$ cat src/rtl/plr_pkg.sv
package plr_pkg;

   typedef enum logic [1:0] {
      EV_IDLE = 2'b00,
      EV_RISE = 2'b01,
      EV_FALL = 2'b10,
      EV_CLASH = 2'b11
   } plr_event_e;

   function automatic logic plr_is_valid(plr_event_e ev);
      return (ev == EV_RISE) || (ev == EV_FALL);
   endfunction

endpackage

$ cat src/rtl/plr_strobe_classify.sv
module plr_strobe_classify
   import plr_pkg::*;
(
   input  logic       rise_i,
   input  logic       fall_i,
   output plr_event_e ev_o,
   output logic       valid_o
);

   always_comb begin
      unique case ({fall_i, rise_i})
         2'b01:   ev_o = EV_RISE;
         2'b10:   ev_o = EV_FALL;
         2'b11:   ev_o = EV_CLASH;
         default: ev_o = EV_IDLE;
      endcase
   end

   assign valid_o = plr_is_valid(ev_o);

endmodule

$ cat src/rtl/plr_watchdog.sv
module plr_watchdog #(
   parameter int unsigned TIMEOUT_CYC = 1250
) (
   input  logic clk,
   input  logic rst,
   input  logic kick_i,
   output logic expired_o,
   output logic expire_now_o
);

   localparam int unsigned CNT_W = (TIMEOUT_CYC < 2) ? 1 : $clog2(TIMEOUT_CYC);
   localparam logic [CNT_W-1:0] LIMIT = CNT_W'(TIMEOUT_CYC - 1);

   generate
      if (TIMEOUT_CYC < 2) begin : g_bad_timeout
         $error("plr_watchdog: TIMEOUT_CYC must be at least 2");
      end
   endgenerate

   logic [CNT_W-1:0] cnt_q;
   logic             expired_q;

   assign expire_now_o = !expired_q && !kick_i && (cnt_q == LIMIT);
   assign expired_o    = expired_q;

   always_ff @(posedge clk) begin
      if (rst) begin
         cnt_q     <= '0;
         expired_q <= 1'b1;
      end else if (kick_i) begin
         cnt_q     <= '0;
         expired_q <= 1'b0;
      end else if (expire_now_o) begin
         cnt_q     <= '0;
         expired_q <= 1'b1;
      end else if (!expired_q) begin
         cnt_q     <= cnt_q + 1'b1;
      end
   end

   // a valid strobe always restarts the window
   a_r6_kick_restarts: assert property (@(posedge clk) disable iff (rst)
      kick_i |=> (cnt_q == '0) && !expired_q);

   // the count never passes the limit
   a_r5_count_bounded: assert property (@(posedge clk) disable iff (rst)
      cnt_q <= LIMIT);

   // expiry only follows a full window
   a_r5_expire_at_limit: assert property (@(posedge clk) disable iff (rst)
      (!expired_q && !kick_i && cnt_q != LIMIT) |=> !expired_q);

endmodule

$ cat src/rtl/plr_level_hold.sv
module plr_level_hold
   import plr_pkg::*;
(
   input  logic       clk,
   input  logic       rst,
   input  plr_event_e ev_i,
   input  logic       drop_i,
   output logic       level_o,
   output logic       clash_o
);

   logic level_q;
   logic clash_q;

   always_ff @(posedge clk) begin
      if (rst) begin
         level_q <= 1'b0;
         clash_q <= 1'b0;
      end else begin
         clash_q <= (ev_i == EV_CLASH);
         unique case (ev_i)
            EV_RISE: level_q <= 1'b1;
            EV_FALL: level_q <= 1'b0;
            default: if (drop_i) level_q <= 1'b0;
         endcase
      end
   end

   assign level_o = level_q;
   assign clash_o = clash_q;

   // a strobe clash keeps the level unless the link drops at that edge
   a_r8_clash_holds: assert property (@(posedge clk) disable iff (rst)
      (ev_i == EV_CLASH && !drop_i) |=> (level_q == $past(level_q)) && clash_q);

   // idle cycles without a drop keep the level
   a_r4_idle_holds: assert property (@(posedge clk) disable iff (rst)
      (ev_i == EV_IDLE && !drop_i) |=> $stable(level_q));

endmodule

$ cat src/rtl/pulse_link_rx.sv
module pulse_link_rx #(
   parameter int unsigned TIMEOUT_CYC = 1250
) (
   input  logic clk,
   input  logic rst,
   input  logic set_pulse,
   input  logic reset_pulse,
   output logic data_out,
   output logic link_ok,
   output logic proto_err
);

   import plr_pkg::*;

   plr_event_e ev;
   logic       ev_valid;
   logic       wd_expired;
   logic       wd_expire_now;

   plr_strobe_classify u_classify (
      .rise_i  (set_pulse),
      .fall_i  (reset_pulse),
      .ev_o    (ev),
      .valid_o (ev_valid)
   );

   plr_watchdog #(.TIMEOUT_CYC(TIMEOUT_CYC)) u_watchdog (
      .clk          (clk),
      .rst          (rst),
      .kick_i       (ev_valid),
      .expired_o    (wd_expired),
      .expire_now_o (wd_expire_now)
   );

   plr_level_hold u_level (
      .clk     (clk),
      .rst     (rst),
      .ev_i    (ev),
      .drop_i  (wd_expire_now),
      .level_o (data_out),
      .clash_o (proto_err)
   );

   assign link_ok = !wd_expired;

   // a down link always shows the fail-safe low level
   a_r5_down_forces_low: assert property (@(posedge clk) disable iff (rst)
      !link_ok |-> !data_out);

   // a raise strobe loads high and brings the link up
   a_r2_rise_loads: assert property (@(posedge clk) disable iff (rst)
      (set_pulse && !reset_pulse) |=> data_out && link_ok);

   // a drop strobe loads low and brings the link up
   a_r3_fall_loads: assert property (@(posedge clk) disable iff (rst)
      (reset_pulse && !set_pulse) |=> !data_out && link_ok);

   // a clash never revives a down link
   a_r8_clash_no_revive: assert property (@(posedge clk) disable iff (rst)
      (set_pulse && reset_pulse && !link_ok) |=> !link_ok && proto_err);

endmodule

$ cat config.mk
export PLATFORM = sky130hd
export DESIGN_NAME = pulse_link_rx
export DESIGN_NICKNAME = d
export VERILOG_FILES = /design/src/rtl/plr_pkg.sv /design/src/rtl/plr_strobe_classify.sv /design/src/rtl/plr_watchdog.sv /design/src/rtl/plr_level_hold.sv /design/src/rtl/pulse_link_rx.sv
export SDC_FILE = /design/constraint.sdc
export NUM_CORES = 1
export LEC_CHECK = 0
export BUFFER_PORTS_ARGS = -buffer_cell sky130_fd_sc_hd__clkbuf_2
export CAP_MARGIN = 5
export CORE_AREA = 4 4 44 46
export CTS_CLUSTER_DIAMETER = 150
export DETAILED_ROUTE_END_ITERATION = 8
export DIE_AREA = 0 0 48 50
export PLACE_DENSITY = 0.63
export SLEW_MARGIN = 40
export SYNTH_ARGS = -nofsm -noshare
export SYNTH_HDL_FRONTEND = slang
export SYNTH_SLANG_ARGS = --single-unit
$ cat constraint.sdc
create_clock -name clk -period 3.99 [get_ports clk]
set_clock_uncertainty 0.05 [all_clocks]
set_input_delay 0.798 -clock clk [delete_from_list [all_inputs] [get_ports clk]]
set_output_delay 0.798 -clock clk [all_outputs]
set_load 0.02 [all_outputs]
After elaboration in Yosys (flattened, before gate mapping)

Index checks and enable logic that the tools add are counted.

Equal/unequal tests: 7
Reduce and logical (&&, ||, !) cells: 8
$add $sub $neg: 1
Muxes and demuxes: 5

Operators with widths:

| operator                                                        | number |
|---|---|
| 11-bit by 1-bit adder with 11-bit output, second input constant | 1 |
| 11-bit == test, second input constant                           | 1 |
| 2-bit == test, second input constant                            | 4 |
| 2-bit one-hot mux with 3 select lines                           | 1 |
| 2-bit by 1-bit == test with 1-bit output, second input constant | 2 |
| 1-bit 2-to-1 mux                                                | 3 |
| 3-bit nonzero test                                              | 1 |
| 3-bit OR reduction                                              | 1 |
| 1-bit logical AND                                               | 2 |
| 1-bit zero test                                                 | 2 |
| 1-bit one-hot mux with 2 select lines                           | 1 |
| 2-bit nonzero test                                              | 1 |
| 1-bit logical OR                                                | 1 |

Word-level logic and storage cells: 25
Output and inout port bits: 3
Flip-flop bits (word level): 14
Input bits: 4

Depth between registers and ports, before layout

Word-level depth: 9
Mapped depth: 6
Mapped depth without buffers: 5

By module

Synthesis repeated with hierarchy kept, for this count alone.

Cells, all modules: 87
Area, all modules: 793.3 µm²

By module, submodules not included:

| module              | cells an instance | times used | area each (µm²) | sequential area each (µm²) |
|---|---|---|---|---|
| plr_watchdog        | 70                | 1          | 640.6           | 240.2 |
| plr_level_hold      | 8                 | 1          | 75.1            | 40.0 |
| plr_strobe_classify | 8                 | 1          | 73.8            | 0.0 |
| pulse_link_rx       | 1                 | 1          | 3.8             | 0.0 |

Worst setup path after synthesis

Ideal clock, no wire load.

Path type: input -> register
Start: input port reset_pulse
End: register u_level.level_q, in the netlist u_level.level_o
Path slack: 2.249 ns
Buffers on the path: 0
Arrival: 1.629 ns
Library setup time: 0.062 ns
Data required time: 3.878 ns
Stages: 5
Cells stage by stage: inv_1 > ha_1 > or2b_1 > or4_1 > nand3_1

Cells in the longest elaborated chain, start to end: 8
Elaborated cells between the ends (all ways): 12
Classes of those cells: 5 x eq/ne; 2 x mux; 5 x reduce/logical

Ends and longest elaborated chain:

| element                                                                          | RTL line                            | source |
|---|---|---|
| from (decl)                                                                      | pulse_link_rx.sv:7                  | `input logic reset_pulse,` |
| 2-bit == test / 2-bit by 1-bit == test with 1-bit output (equally long branches) | plr_strobe_classify.sv:11           | `unique case ({fall_i, rise_i})` |
| 2-bit one-hot mux with 3 select lines (*)                                        | plr_strobe_classify.sv:11           |  |
| 2-bit by 1-bit == test with 1-bit output / 2-bit == test (equally long branches) | plr_pkg.sv:11, plr_level_hold.sv:21 |  |
| 1-bit logical OR                                                                 | plr_pkg.sv:11                       | `return (ev == EV_RISE) \|\| (ev == EV_FALL);` |
| 1-bit zero test                                                                  | plr_watchdog.sv:23                  | `assign expire_now_o = !expired_q && !kick_i && (cnt_q == LIMIT);` |
| 1-bit logical AND (2 in a row)                                                   | plr_watchdog.sv:23                  |  |
| 3-bit nonzero test (no source line)                                              | -                                   |  |
| to (signal assigned)                                                             | plr_level_hold.sv:17                | `level_q <= 1'b0;` |
| to (signal assigned)                                                             | plr_level_hold.sv:22                | `EV_RISE: level_q <= 1'b1;` |
| to (signal assigned)                                                             | plr_level_hold.sv:23                | `EV_FALL: level_q <= 1'b0;` |
| to (decl)                                                                        | plr_level_hold.sv:12                | `logic level_q;` |

Every way passes the cells marked *; elsewhere a longest branch is shown, timed or not.
A chain may end at the register's enable or synchronous reset.

Worst setup path in the final report

Start: register u_watchdog.expired_q, in the netlist u_watchdog.expired_o
End: output port link_ok

Cells in the longest elaborated chain, start to end: 1

Ends and longest elaborated chain:

| element                | RTL line           | source |
|---|---|---|
| from (decl)            | plr_watchdog.sv:21 | `logic expired_q;` |
| from (signal assigned) | plr_watchdog.sv:29 | `expired_q <= 1'b1;` |
| from (signal assigned) | plr_watchdog.sv:32 | `expired_q <= 1'b0;` |
| from (signal assigned) | plr_watchdog.sv:35 | `expired_q <= 1'b1;` |
| 1-bit zero test        | -                  |  |
| to (decl)              | pulse_link_rx.sv:9 | `output logic link_ok,` |

Every way passes these cells.

==> impl_metrics.tcl <==
set metrics [dict create \
    status "finished, final reports clean" \
    finalSetupViolCount 0 \
    crit_buf_inv 2 \
    reg2reg_from "u_watchdog.cnt_q[0]" \
    worst_slew_margin_rel 0.496 \
    max-clock-path-buffers 2 \
    syn_avg_cell_area_um2 9.62 \
    place_congestion 0.760 \
    rrSetupSlack_ps 2170 \
    synth_fa_ha_area_frac 0.0667 \
    synth-simple-area-share 0.312 \
    hold_viol 0 \
    dieHeight_um 50 \
    syn_inst 78 \
    crit_cells 2 \
    drt_iter0_drc 2 \
    clk_pin_slew_ps 80 \
    synth_commonest_cells "14 x dfxtp_1, 8 x a21oi_1, 6 x nor2_1" \
    fin_nets 95 \
    die_w_um 48 \
    cts_setup_buffers 0 \
    endpoint "link_ok" \
    power_density_mw_per_mm2 306 \
    clkLatencyLatePin_ps 270 \
    synth_top_area_frac 0.373 \
    hold_class "reg2reg" \
    die-area_mm2 0.00240 \
    synth_edf_count 0 \
    cts_root_buf "clkbuf_4" \
    cap_violations 0 \
    synth_top_family_by_area "simple AND/OR/NAND/NOR gates" \
    syn-num-nets 86 \
    antenna_cells 0 \
    finalCritPeriodShare 0.468 \
    ioPinCount 7 \
    antenna_found_initial 0 \
    track_usage 0.135 \
    post_cts_resized 0 \
    overflow 0 \
    tns_ps 0 \
    yosys.cell_types.count 28 \
    start_util 0.498 \
    dpl.hpwl_um 943 \
    core.rowCount 14 \
    period_needed_ps 1870 \
    p_leak_nw 0.309 \
    synth_area_leaders "dfxtp_1 37%, ha_1 6.7%, a21oi_1 5.3%" \
    cts_hold_buf 0 \
    yosysWarnings 0 \
    cts_inserted_buffers 3 \
    io_buffers 6 \
    cp_cell_sequence "inv_1, clkbuf_2" \
    fmax_mhz 536 \
    async_reset_ff_frac 0 \
    syn_area_um2 751 \
    peakVddDrop_v 0.000204 \
    wl_mm 1.30 \
    post_dp_cell_area_um2 785 \
    ff2ff_path_depth 4 \
    synth_flop_cell "dfxtp_1" \
    clkSinkCount 14 \
    setup.worst_path.end_class "output port" \
    crit_slowest_cell "dfxtp_1" \
    yosys.area.top_type "dfxtp_1" \
    crit_family "flip-flops" \
    grt_pass1_vias 522 \
    h-tree-depth 1 \
    startpoint_type "register" \
    ant_nets 0 \
    synth-seq-cells 14 \
    grt_start_max_net_pins 12 \
    cp_max_fo 9 \
    rsz0062_at_grt "no" \
    grt_pass1_wl_mm 2.33 \
    path_class "reg2out" \
    fin_area_um2 807 \
    rr_endpoint "u_watchdog.cnt_q[4]" \
    post_drt_wl_per_cell_um 12.9 \
    synth-compound-area-share 0.155 \
    drive_gt1_frac 0.165 \
    crit_arrival_ps 1020 \
    ys_seq_area_frac 0.373 \
    finalPower_mw 0.247 \
    cts_tree "yes" \
    area_growth_syn_to_layout_pct 7.50 \
    vias_per_cell 5.68 \
    first_pass_iters 4 \
    critPathRequiredTime_ps 3140 \
    crit_path_start "u_watchdog.expired_o" \
    muxShareOfSynthArea 0 \
    worst_pin_slew_ps 755 \
    fin_util 0.536 \
    synth_most_common_cell "dfxtp_1" \
    design.core.area_mm2 0.00151 \
    max_stage_delay_ps 490 \
    synth-xor-area-share 0.0467 \
    drc 0 \
    slew_violations 0 \
    vias 574 \
]
[layer usage]
| metal | wire length [um] | track usage | vias to the layer above | share of wire |
|---|---|---|---|---|
| li1 | - | - | 304 | - |
| met1 | 651 | 0.187 | 261 | 0.50 |
| met2 | 585 | 0.183 | 5 | 0.45 |
| met3 | 31 | 0.0436 | 4 | 0.024 |
| met4 | 30 | 0.0673 | 0 | 0.023 |
| met5 | 0 | 0 | - | 0 |
[cell usage in the layout (no fill, tap or decap)]
| master | netlist | layout |
|---|---|---|
| nand4_1 | 2 | 2 |
| nand4bb_4 | 1 | 1 |
| o31ai_1 | 5 | 5 |
| ha_1 | 4 | 4 |
| or4_1 | 5 | 5 |
| dfxtp_1 | 14 | 14 |
| xor2_1 | 3 | 3 |
| a21oi_1 | 8 | 8 |
| nor3b_1 | 1 | 1 |
| clkbuf_4 | 0 | 3 |
| xnor2_1 | 1 | 1 |
| nand4b_4 | 1 | 1 |
| or2b_1 | 1 | 1 |
| or3_4 | 1 | 1 |
| o21ai_0 | 3 | 3 |
| clkbuf_2 | 0 | 6 |
| inv_1 | 5 | 5 |
| nand2_1 | 2 | 2 |
| and2b_2 | 1 | 1 |
| o311ai_2 | 1 | 1 |
| nand4b_1 | 2 | 2 |
| nor2_1 | 6 | 6 |
| nor2b_1 | 1 | 1 |
| nand3b_1 | 1 | 1 |
| and3b_1 | 1 | 1 |
| a21o_1 | 1 | 1 |
| or3_1 | 2 | 2 |
| nand3_1 | 3 | 3 |
[report_power, final]
group / internal, mW / switching (mW)
logic: 0.0108 / 0.0125
clock network: 0.0349 / 0.0420
registers: 0.143 / 0.00400
total: 0.188 / 0.0585
[worst register-to-register path: cells and delay by family (launching register included)]
kind / cells / cell delay [ps]
AOI/OAI and AO/OA: 1 / 720
DFF: 1 / 440
and+or+nand+nor: 2 / 290
adders and majority gates: 1 / 190
[state kept, by name, summed over array words and instances (netlist names)]
signal	flops
u_watchdog.cnt_q	11
u_level.clash_o	1
u_level.level_o	1
u_watchdog.expired_o	1
[layout make-up]
type	instances	area (um^2)
Fill cell	148	699
Multi-Input combinational cell	57	435
Sequential cell	14	280
Timing Repair Buffer	6	30.0
Clock buffer	3	22.5
Tap cell	16	20.0
Inverter	5	18.8
[stage by stage]
stage | setup WS [ps] | std cells | hold slack (ps)
after floorplan | 2250 | 78 | 408
after global placement | 2090 | 98 | 453
after detailed placement | 2080 | 98 | 450
after CTS | 2100 | 101 | 463
after global routing | 1960 | 101 | 505
final | 2120 | 101 | 457
[worst min path at each step]
stage                     cells past startpoint  slack, ps                  from                   end
final                                         2        460   u_watchdog.cnt_q[9]   u_watchdog.cnt_q[9]
after global routing                          2        510   u_watchdog.cnt_q[9]   u_watchdog.cnt_q[9]
after CTS                                     2        460   u_watchdog.cnt_q[9]   u_watchdog.cnt_q[9]
after detailed placement                      2        450   u_watchdog.cnt_q[9]   u_watchdog.cnt_q[9]
after global placement                        2        450  u_watchdog.cnt_q[10]  u_watchdog.cnt_q[10]
after floorplan                               2        410   u_watchdog.cnt_q[9]   u_watchdog.cnt_q[9]
[logic make-up (layout without fill, tap and decap cells)]
group / Yosys count / after routing
buf+inv: 7 / 14
fa+ha+maj: 4 / 4
simple gates: 31 / 31
xor+xnor: 4 / 4
compound gates: 18 / 18
flops: 14 / 14
No activity file was read; power rests on OpenSTA's default activity.
